File: src/rtl/skew_pkg.sv
package skew_pkg;
  typedef logic [1:0] way_t;
  typedef enum logic [1:0] {
    ST_IDLE   = 2'd0,
    ST_PROBE1 = 2'd1,
    ST_PROBE2 = 2'd2,
    ST_DONE   = 2'd3
  } probe_st_e;
endpackage

File: src/rtl/skew_map.sv
module skew_map
  import skew_pkg::*;
#(
  parameter int ADDR_W  = 32,
  parameter int WAY_LSB = 12
) (
  input  logic [ADDR_W-1:0] addr,
  output way_t              first_way,
  output way_t              alt_way
);
  way_t off_raw;
  way_t off;

  always_comb begin
    first_way = addr[WAY_LSB+1:WAY_LSB];
    off_raw   = addr[WAY_LSB+3:WAY_LSB+2];
    off       = (off_raw == 2'd0) ? 2'd1 : off_raw;
    alt_way   = first_way ^ off;
  end
endmodule

File: src/rtl/bias_lfsr.sv
module bias_lfsr #(
  parameter int          W    = 8,
  parameter logic [W-1:0] TAPS = 8'hB8
) (
  input  logic         clk,
  input  logic         rst_n,
  input  logic         step,
  output logic [W-1:0] value
);
  logic [W-1:0] nxt;

  always_comb begin
    nxt = value >> 1;
    if (value[0]) nxt = nxt ^ TAPS;
  end

  always_ff @(posedge clk or negedge rst_n) begin
    if (!rst_n)    value <= {{(W-1){1'b0}}, 1'b1};
    else if (step) value <= nxt;
  end
endmodule

File: src/rtl/probe_fsm.sv
module probe_fsm
  import skew_pkg::*;
(
  input  logic clk,
  input  logic rst_n,
  input  logic start,
  input  way_t first_way,
  input  way_t alt_way,
  input  logic probe_hit,
  output logic ready,
  output logic probe_req,
  output way_t probe_way,
  output logic done,
  output logic hit,
  output way_t hit_way,
  output logic [1:0] probe_cnt
);
  probe_st_e st_q, st_d;
  way_t      first_q, alt_q;
  logic      hit_q, hit_d;
  way_t      hway_q, hway_d;
  logic [1:0] cnt_q, cnt_d;

  always_comb begin
    st_d   = st_q;
    hit_d  = hit_q;
    hway_d = hway_q;
    cnt_d  = cnt_q;
    case (st_q)
      ST_IDLE:   if (start) st_d = ST_PROBE1;
      ST_PROBE1: begin
        cnt_d  = 2'd1;
        hway_d = first_q;
        hit_d  = probe_hit;
        st_d   = probe_hit ? ST_DONE : ST_PROBE2;
      end
      ST_PROBE2: begin
        cnt_d  = 2'd2;
        hway_d = alt_q;
        hit_d  = probe_hit;
        st_d   = ST_DONE;
      end
      default:   st_d = ST_IDLE;
    endcase
  end

  always_ff @(posedge clk or negedge rst_n) begin
    if (!rst_n) begin
      st_q   <= ST_IDLE;
      hit_q  <= 1'b0;
      hway_q <= '0;
      cnt_q  <= '0;
    end else begin
      st_q   <= st_d;
      hit_q  <= hit_d;
      hway_q <= hway_d;
      cnt_q  <= cnt_d;
    end
  end

  always_ff @(posedge clk or negedge rst_n) begin
    if (!rst_n) begin
      first_q <= '0;
      alt_q   <= '0;
    end else if (st_q == ST_IDLE && start) begin
      first_q <= first_way;
      alt_q   <= alt_way;
    end
  end

  always_comb begin
    ready     = (st_q == ST_IDLE);
    probe_req = (st_q == ST_PROBE1) || (st_q == ST_PROBE2);
    probe_way = (st_q == ST_PROBE2) ? alt_q : first_q;
    done      = (st_q == ST_DONE);
    hit       = done & hit_q;
    hit_way   = hway_q;
    probe_cnt = done ? cnt_q : 2'd0;
  end
endmodule

File: src/rtl/skew_way_sel.sv
module skew_way_sel
  import skew_pkg::*;
#(
  parameter int ADDR_W  = 32,
  parameter int WAY_LSB = 12,
  parameter int BIAS_W  = 8
) (
  input  logic              clk,
  input  logic              rst_n,
  input  logic              lkp_valid,
  input  logic [ADDR_W-1:0] lkp_addr,
  output logic              lkp_ready,
  output logic              probe_req,
  output logic [1:0]        probe_way,
  input  logic              probe_hit,
  output logic              done,
  output logic              hit,
  output logic [1:0]        hit_way,
  output logic [1:0]        probe_cnt,
  input  logic              ins_valid,
  input  logic [ADDR_W-1:0] ins_addr,
  input  logic [BIAS_W-1:0] ins_bias,
  output logic              ins_done,
  output logic [1:0]        ins_way
);
  way_t lk_first, lk_alt, in_first, in_alt, in_pick;
  logic [BIAS_W-1:0] rnd;
  logic ins_done_q;
  way_t ins_way_q;

  skew_map #(.ADDR_W(ADDR_W), .WAY_LSB(WAY_LSB)) u_map_lkp (
    .addr(lkp_addr), .first_way(lk_first), .alt_way(lk_alt));
  skew_map #(.ADDR_W(ADDR_W), .WAY_LSB(WAY_LSB)) u_map_ins (
    .addr(ins_addr), .first_way(in_first), .alt_way(in_alt));

  bias_lfsr #(.W(BIAS_W)) u_lfsr (
    .clk(clk), .rst_n(rst_n), .step(ins_valid), .value(rnd));

  probe_fsm u_fsm (
    .clk(clk), .rst_n(rst_n), .start(lkp_valid),
    .first_way(lk_first), .alt_way(lk_alt), .probe_hit(probe_hit),
    .ready(lkp_ready), .probe_req(probe_req), .probe_way(probe_way),
    .done(done), .hit(hit), .hit_way(hit_way), .probe_cnt(probe_cnt));

  always_comb in_pick = (rnd <= ins_bias) ? in_first : in_alt;

  always_ff @(posedge clk or negedge rst_n) begin
    if (!rst_n) begin
      ins_done_q <= 1'b0;
      ins_way_q  <= '0;
    end else begin
      ins_done_q <= ins_valid;
      if (ins_valid) ins_way_q <= in_pick;
    end
  end

  assign ins_done = ins_done_q;
  assign ins_way  = ins_way_q;
endmodule


File: config.mk
export PLATFORM = sky130hd
export DESIGN_NAME = skew_way_sel
export DESIGN_NICKNAME = d
export VERILOG_FILES = /design/src/rtl/skew_pkg.sv /design/src/rtl/skew_map.sv /design/src/rtl/bias_lfsr.sv /design/src/rtl/probe_fsm.sv /design/src/rtl/skew_way_sel.sv
export SDC_FILE = /design/constraint.sdc
export NUM_CORES = 1
export LEC_CHECK = 0
export BUFFER_PORTS_ARGS = -buffer_cell sky130_fd_sc_hd__clkbuf_2
export CAP_MARGIN = 15
export CORE_MARGIN = 4
export CORE_UTILIZATION = 41
export DETAILED_ROUTE_END_ITERATION = 8
export GPL_ROUTABILITY_DRIVEN = 0
export PLACE_DENSITY = 0.78
export SYNTH_ARGS = -nofsm -noshare
export SYNTH_HDL_FRONTEND = slang
export SYNTH_HIERARCHICAL = 1
export SYNTH_SLANG_ARGS = --single-unit
File: constraint.sdc
create_clock -name clk -period 1.8 [get_ports clk]
set_input_delay 0.27 -clock clk [delete_from_list [all_inputs] [get_ports clk]]
set_output_delay 0.27 -clock clk [all_outputs]
set_load 0.02 [all_outputs]
After elaboration in Yosys (flattened, before gate mapping) --
Index checks and enable logic that the tools add are counted.
Cells by class: order comparisons 1, eq/ne operators 4, mux-type cells 11, bitwise gates (word level) 4, reduce and logical (&&, ||, !) cells 7
Operator list (number):
- 2-bit two-way mux | 6
- 8-bit <= comparator | 1
- 8-bit two-way mux | 1
- 2-bit one-hot mux with 2 select lines | 2
- 2-bit logical NOT | 3
- 2-bit one-hot mux with 3 select lines | 1
- 2-bit == test (second input constant) | 2
- 3-bit inverter with 4-bit output | 1
- 2-bit XOR | 2
- 2-bit by 1-bit == test with 1-bit output (second input constant) | 1
- 2-bit != test (second input constant) | 1
- 2-bit nonzero test | 1
- 2-bit OR reduction | 1
- 1-bit bitwise AND | 1
- 1-bit logical AND | 1
- 1-bit logical OR | 1
- 1-bit two-way mux | 1
Word-level totals: register bits 22, output and inout bits 13, logic and storage cells 36

Logic depth before layout (Yosys ltp) --
Gate-level depths: netlist of run 1.
depth after elaboration 4, mapped depth 8

Modules after synthesis --
The synthesis of run 1 kept the hierarchy.
By module, submodules not included:
- probe_fsm | times used 1, cells each 39, area an instance 541.8 µm², sequential area each 275.3 µm²
- bias_lfsr | times used 1, cells each 28, area an instance 355.3 µm², sequential area each 201.4 µm²
- skew_way_sel | times used 1, cells each 41, area an instance 342.8 µm², sequential area each 75.1 µm²
- skew_map | times used 2, cells each 5, area an instance 40.0 µm², sequential area each 0.0 µm²

Least setup slack after synthesis of run 1 --
OpenSTA, ideal clock, no wires.
path type register to register, from register u_lfsr.value[0], to register ins_way_q[0] (netlist: ins_way[0]), library setup time 0.082 ns, arrival 1.546 ns, data required time 1.718 ns, setup slack 0.172 ns, stages on the path, launching flop included 9, path buffers 1, period minus slack after synthesis 1.628 ns, path through dfstp_2 buf_4 inv_1 ha_1 nand4_1 nor2_2 a211oi_1 o21ai_0 a31oi_1
On the way: cells in the longest elaborated chain, start to end 2
Ends and longest elaborated chain:
- start: declaration | RTL line bias_lfsr.sv:8 | output logic [W-1:0] value
- start signal: assignment | RTL line bias_lfsr.sv:18 | if (!rst_n) value <= {{(W-1){1'b0}}, 1'b1};
- start signal: assignment | RTL line bias_lfsr.sv:19 | else if (step) value <= nxt;
- 8-bit <= comparator | RTL line skew_way_sel.sv:45 | always_comb in_pick = (rnd <= ins_bias) ? in_first : in_alt;
- 2-bit two-way mux | RTL line skew_way_sel.sv:45
- end signal: assignment | RTL line skew_way_sel.sv:53 | if (ins_valid) ins_way_q <= in_pick;
- end: declaration | RTL line skew_way_sel.sv:29 | way_t ins_way_q;
No other way between the ends. A chain may end at the register's enable or synchronous reset.

Worst setup path after layout of run 1 --
from register u_fsm.st_q[0], to output port probe_way[0]
On the way: cells in the longest elaborated chain, start to end 2
Ends and longest elaborated chain:
- start: declaration | RTL line probe_fsm.sv:18 | probe_st_e st_q, st_d;
- start signal: assignment | RTL line probe_fsm.sv:54 | st_q <= st_d;
- 2-bit == test | RTL line probe_fsm.sv:74 | probe_way = (st_q == ST_PROBE2) ? alt_q : first_q;
- 2-bit two-way mux | RTL line probe_fsm.sv:74
- end: declaration | RTL line skew_way_sel.sv:14 | output logic [1:0] probe_way,
No other way between the ends.

==> impl_metrics.env, run 1 <==
export IMPL_cp_arrival_ns=1.48
export IMPL_reg2reg_slack_ns=0.14
export IMPL_die_w_microns=64.7
export IMPL_min_path_cells=2
export IMPL_detail_route_antenna_nets=0
export IMPL_cp_data_required_time_ns=1.53
export IMPL_layout_area_overhead_vs_synth_pct=19.2
export IMPL_clock_tree_htree_level_count=1
export IMPL_crit_start="u_fsm/st_q[0]$_DFFE_PN0P_"
export IMPL_dp_hpwl_microns=1790
export IMPL_globalRoute_totalOverflow=0
export IMPL_setup_ws_ns=0.0484
export IMPL_peakVddDrop_v=0.000520
export IMPL_power_frac_clock=0.132
export IMPL_cell_internal_pwr_mw=1.73
export IMPL_finalNetCount=239
export IMPL_gr_usage_met1=0.131
export IMPL_postSynth_asyncResetShare=1.00
export IMPL_die_area_sq_um=4190
export IMPL_leading_register_cell_type_out_of_synthesis="sky130_fd_sc_hd__dfrtp_1"
export IMPL_cts_tree="yes"
export IMPL_total_count_of_hold_check_failures_in_the_final_report=0
export IMPL_rr_worst_depth=7
export IMPL_die_height_microns=64.7
export IMPL_hp_class="input port to register"
export IMPL_start_util=0.429
export IMPL_post_synth_cell_area_avg_sq_um=11.2
export IMPL_clkSinkCount=22
export IMPL_core_outline_area_sq_um=3080
export IMPL_first_global_vias=894
export IMPL_drt_total_wl_microns=2240
export IMPL_grtUsageMet2=0.213
export IMPL_final_core_utilization=0.511
export IMPL_clk_latency_ns=0.30
export IMPL_design_portCount=90
export IMPL_startpoint_type="register"
export IMPL_p_comb_frac=0.537
export IMPL_core_rowCount=20
export IMPL_critPathCaptureType="primary output"
export IMPL_antenna_diode_count=0
export IMPL_cap_viol_max_count=0
export IMPL_drcViolationCount=0
export IMPL_detailedRoute_firstIterationViolations=26
export IMPL_grt_met3_usage=0.00520
export IMPL_critical_path_class="register to primary output"
export IMPL_wire_length_of_the_first_global_routing_pass_microns=3780
export IMPL_setup_violations_final=0
export IMPL_worstPathMaxFanout=4
export IMPL_numPortBuffers=33
export IMPL_setup_repair_after_global_routing_missed_its_margin="yes"
export IMPL_synth_cell_types=30
export IMPL_tritonroute_pass_1_iters=4
export IMPL_final_layout_size_suffix_gt1_frac=0.450
export IMPL_design_power_total_mw=2.79
export IMPL_synthesis_nets=207
export IMPL_synth_edf_count=0
export IMPL_grt_start_max_net_pins=23
export IMPL_synthesis_area_sq_um=1320
export IMPL_final_cells=193
export IMPL_most_common_cell_after_layout_fill_and_taps_aside="sky130_fd_sc_hd__clkbuf_2"
export IMPL_slew_headroom=0.652
export IMPL_outcome="finished clean"
export IMPL_synth_yosys_seq_area_share=0.418
export IMPL_worst_pin_slew_ns=0.522
export IMPL_fin_skew_ns=0.00319
export IMPL_placed_cells=184
export IMPL_cts_made_buffers=3
export IMPL_ys_ff_latch=22
export IMPL_clock_path_buffers=2
export IMPL_layer_carrying_the_most_global_route_usage="met2"
export IMPL_place_worst_setup_slack_ns=0.114
export IMPL_grt_usage=0.112
export IMPL_fmax_mhz=571
export IMPL_place_area_sq_um=1460
export IMPL_hold_start="probe_hit"
export IMPL_detailed_route_via_count=912
export IMPL_power_switching_fraction=0.379
export IMPL_crit_reg2reg_capture="ins_way[0]$_DFFE_PN0P_"
export IMPL_finish_instance_area_sq_um=1570
export IMPL_clock_root_buffer="sky130_fd_sc_hd__clkbuf_4"
export IMPL_setup_tns_ns=0
export IMPL_pwr_share_seq=0.331
export IMPL_clkSlewWorstSetupHoldPaths_ns=0.12
export IMPL_vias_per_cell=4.73
export IMPL_timing_max_transition_violations_final=0
export IMPL_route_detailed_wl_per_inst_microns=11.6
export IMPL_min_period_over_period=0.973
export IMPL_switchingPower_mw=1.06
export IMPL_yosys_warnings=6
export IMPL_timing_rr_start="u_lfsr/value[0]$_DFFE_PN1P_"
export IMPL_power_density_nw_per_um2=1770
export IMPL_p_leak_nw=0.772
export IMPL_layout_min_cycle_time_ns=1.75
export IMPL_timing_hold_ws_ns=0.221
export IMPL_synth_cells=118
export IMPL_hold_path_end="u_fsm/hit_q$_DFFE_PN0P_"
export IMPL_layout_cells_most_common_list="sky130_fd_sc_hd__clkbuf_2 (33), sky130_fd_sc_hd__dfrtp_1 (20), sky130_fd_sc_hd__mux2_2 (12)"
export IMPL_antenna_found_initial=0
==> routing by layer <==
metal  vias to the layer above  wire [microns]
met3                         4              41
met1                       442             917
met2                        11            1250
li1                        455               -
met4                         0              30
met5                         -               0
==> cells by family after synthesis <==
family / after synthesis / share of synthesized area
buffers and inverters: 22 / 0.0919
AO/OA/AOI/OAI: 17 / 0.0806
multiplexers: 17 / 0.155
adder cells (fa/ha/maj): 12 / 0.114
flip-flops: 22 / 0.418
XOR/XNOR: 7 / 0.0464
AND/OR/NAND/NOR: 21 / 0.0938
==> critical path, cell delays in order, from the launching register on <==
cell                       delay (ns)
sky130_fd_sc_hd__dfrtp_1         0.45
sky130_fd_sc_hd__inv_2           0.11
sky130_fd_sc_hd__ha_4            0.17
sky130_fd_sc_hd__mux2_4          0.31
sky130_fd_sc_hd__clkbuf_2        0.16
==> state kept, by name, summed over array words and instances (netlist names) <==
name and flops:
u_lfsr/value 8, ins_way 2, u_fsm/alt_q 2, u_fsm/cnt_q 2
u_fsm/first_q 2, u_fsm/hit_way 2, u_fsm/st_q 2, ins_done 1
u_fsm/hit_q 1
==> power by group through the flow <==
stage          Sequential, mW  Clock [mW]  Combinational (mW)
3_5_place_dp            0.936           0                1.39
6_report                0.923       0.369                1.50
4_1_cts                 0.933       0.379                1.43
2_1_floorplan           0.937           0                1.13
5_1_grt                 0.961       0.396                1.66
3_3_place_gp            0.915           0                1.33
==> worst max-delay path by stage <==
stage | to | depth (start not counted)
after floorplan | ins_way[0]$_DFFE_PN0P_ | 8
after global placement | ins_way[1]$_DFFE_PN0P_ | 7
after detailed placement | ins_way[0]$_DFFE_PN0P_ | 7
after CTS | probe_way[0] | 4
after global routing | ins_way[0]$_DFFE_PN0P_ | 7
final | probe_way[0] | 4
==> synth_stat cells, drive strengths merged (3+ instances only) <==
library cell	n	area, sq um
nor2b	3	21.3
and2	3	18.8
a21oi	6	30.0
inv	11	41.3
ha	12	150
xnor2	5	43.8
buf	11	80.1
o21ai	4	20.0
dfrtp	21	526
nor2	6	25.0
mux2	16	195
==> layout make-up <==
cell class / count / area (sq um)
flip-flops and latches: 22 / 553
fillers: 287 / 1500
clock inverters: 1 / 30.0
clock buffers: 3 / 22.5
multi-input cells: 74 / 667
repair buffers: 38 / 205
inverters: 11 / 41.3
well taps: 44 / 55.1
==> repair_timing <==
item	CTS	global route
gates cloned	0	0
endpoints found under the setup margin	3	5
pin swaps	0	1
gates resized for setup	4	2
hold buffers	1	0
hold endpoints to repair	21	0
setup buffers	0	4
No activity file was read; power rests on OpenSTA's default activity.
==> run 2: changes to the inputs <==
CTS_CLUSTER_SIZE = 30   (was unset)
SETUP_SLACK_MARGIN = 0.5   (was unset)
==> run 2 against run 1 <==
Final cell count up 3.1%. Sequential power is 1% higher. Core utilization rose by 7.8 points. Routed wire length is 24% higher. Global-route usage grew 3.2 points. Sequential share of layout area is 4.7 points lower.
==> impl_metrics.env, run 2 (synthesized netlist as in run 1, its figures left out) <==
export IMPL_outcome="finished clean"
export IMPL_globalRoute_totalOverflow=0
export IMPL_hp_class="input port to register"
export IMPL_design_portCount=90
export IMPL_core_rowCount=20
export IMPL_total_count_of_hold_check_failures_in_the_final_report=0
export IMPL_timing_max_transition_violations_final=0
export IMPL_clock_root_buffer="sky130_fd_sc_hd__clkbuf_4"
export IMPL_rr_worst_depth=7
export IMPL_drcViolationCount=0
export IMPL_place_area_sq_um=1510
export IMPL_drt_total_wl_microns=2790
export IMPL_critical_path_class="register to primary output"
export IMPL_critPathCaptureType="primary output"
export IMPL_layout_cells_most_common_list="sky130_fd_sc_hd__clkbuf_2 (28), sky130_fd_sc_hd__dfrtp_1 (21), sky130_fd_sc_hd__mux2_4 (10)"
export IMPL_hold_start="lkp_addr[13]"
export IMPL_detailed_route_via_count=971
export IMPL_route_detailed_wl_per_inst_microns=14.0
export IMPL_vias_per_cell=4.88
export IMPL_worst_pin_slew_ns=0.536
export IMPL_cp_arrival_ns=1.42
export IMPL_layout_area_overhead_vs_synth_pct=37.3
export IMPL_clkSinkCount=22
export IMPL_grt_start_max_net_pins=23
export IMPL_max_ffs_per_register=8
export IMPL_grt_usage=0.143
export IMPL_finish_instance_area_sq_um=1810
export IMPL_first_global_vias=1082
export IMPL_cap_viol_max_count=0
export IMPL_fin_skew_ns=0.00572
export IMPL_setup_violations_final=0
export IMPL_crit_reg2reg_capture="ins_way[0]$_DFFE_PN0P_"
export IMPL_detail_route_antenna_nets=0
export IMPL_clk_latency_ns=0.30
export IMPL_antenna_diode_count=0
export IMPL_clkSlewWorstSetupHoldPaths_ns=0.12
export IMPL_timing_rr_start="u_lfsr/value[0]$_DFFE_PN1P_"
export IMPL_die_w_microns=64.7
export IMPL_clock_tree_htree_level_count=1
export IMPL_die_height_microns=64.7
export IMPL_die_area_sq_um=4190
export IMPL_startpoint_type="register"
export IMPL_cts_tree="yes"
export IMPL_setup_tns_ns=0
export IMPL_final_cells=199
export IMPL_cp_data_required_time_ns=1.53
export IMPL_most_common_cell_after_layout_fill_and_taps_aside="sky130_fd_sc_hd__clkbuf_2"
export IMPL_p_leak_nw=0.855
export IMPL_dp_hpwl_microns=2040
export IMPL_cts_made_buffers=3
export IMPL_clock_path_buffers=2
export IMPL_core_outline_area_sq_um=3080
export IMPL_layout_min_cycle_time_ns=1.69
export IMPL_fmax_mhz=593
export IMPL_min_period_over_period=0.937
export IMPL_slew_headroom=0.643
export IMPL_start_util=0.429
export IMPL_setup_repair_after_global_routing_missed_its_margin="yes"
export IMPL_numPortBuffers=33
export IMPL_min_path_cells=2
export IMPL_placed_cells=184
export IMPL_peakVddDrop_v=0.00115
export IMPL_antenna_found_initial=0
export IMPL_final_layout_size_suffix_gt1_frac=0.535
export IMPL_wire_length_of_the_first_global_routing_pass_microns=4730
export IMPL_power_density_nw_per_um2=1940
export IMPL_tritonroute_pass_1_iters=5
export IMPL_finalNetCount=245
export IMPL_hold_path_end="u_fsm/first_q[1]$_DFFE_PN0P_"
export IMPL_detailedRoute_firstIterationViolations=30
export IMPL_worstPathMaxFanout=3
export IMPL_reg2reg_slack_ns=0.18
export IMPL_max_flop_register="u_lfsr/value"
-- run 2: power by group --
part | internal (mW) | switching [mW]
clock network | 0.225 | 0.143
logic | 1.27 | 0.943
registers | 0.742 | 0.194
-- run 2: metrics by stage --
| step | utilization | total power, mW | worst slack (ns) | hold slack [ns] |
|---|---|---|---|---|
| floorplan | - | 2.24 | 0.195 | -0.0256 |
| global placement | 0.491 | 2.40 | 0.180 | 0.258 |
| detailed placement | 0.491 | 2.50 | 0.137 | 0.273 |
| CTS | 0.559 | 3.24 | 0.0827 | 0.211 |
| global route | 0.589 | 3.78 | 0.0300 | 0.194 |
| finish | 0.589 | 3.52 | 0.114 | 0.220 |
-- run 2: per-layer routing --
metal | vias up | wire length [microns] | global-route usage
li1 | 470 | - | -
met1 | 461 | 1120 | 0.156
met2 | 36 | 1480 | 0.267
met3 | 4 | 145 | 0.0243
met4 | 0 | 41 | 0.0660
met5 | - | 0 | 0
-- run 2: what timing repair did --
action	CTS	global route
pin swaps	4	2
hold buffers	1	0
hold endpoints to repair	21	0
buffers inserted	7	3
resized for setup	19	19
endpoints found under the setup margin	18	21
-- run 2: worst max-delay path: stages (launching register included) --
cell and delay, ns:
sky130_fd_sc_hd__dfrtp_1 0.42, sky130_fd_sc_hd__inv_2 0.09, sky130_fd_sc_hd__ha_4 0.16, sky130_fd_sc_hd__mux2_4 0.32, sky130_fd_sc_hd__buf_8 0.13
-- run 2: final cells by class --
| type | instances | area (sq um) |
|---|---|---|
| Clock buffer | 3 | 22.5 |
| Clock inverter | 1 | 30.0 |
| Fill cell | 268 | 1260 |
| Inverter | 11 | 41.3 |
| Multi-Input combinational cell | 74 | 797 |
| Sequential cell | 22 | 552 |
| Tap cell | 44 | 55.1 |
| Timing Repair Buffer | 44 | 315 |
-- run 2: worst max path at each step --
| stage | end | slack, ns | startpoint |
|---|---|---|---|
| floorplan | ins_way[0]$_DFFE_PN0P_ | 0.20 | u_lfsr/value[0]$_DFFE_PN1P_ |
| global placement | ins_way[1]$_DFFE_PN0P_ | 0.18 | u_lfsr/value[0]$_DFFE_PN1P_ |
| detailed placement | ins_way[0]$_DFFE_PN0P_ | 0.14 | u_lfsr/value[0]$_DFFE_PN1P_ |
| CTS | probe_way[1] | 0.08 | u_fsm/st_q[0]$_DFFE_PN0P_ |
| global route | probe_way[1] | 0.03 | u_fsm/st_q[0]$_DFFE_PN0P_ |
| finish | probe_way[1] | 0.11 | u_fsm/st_q[0]$_DFFE_PN0P_ |
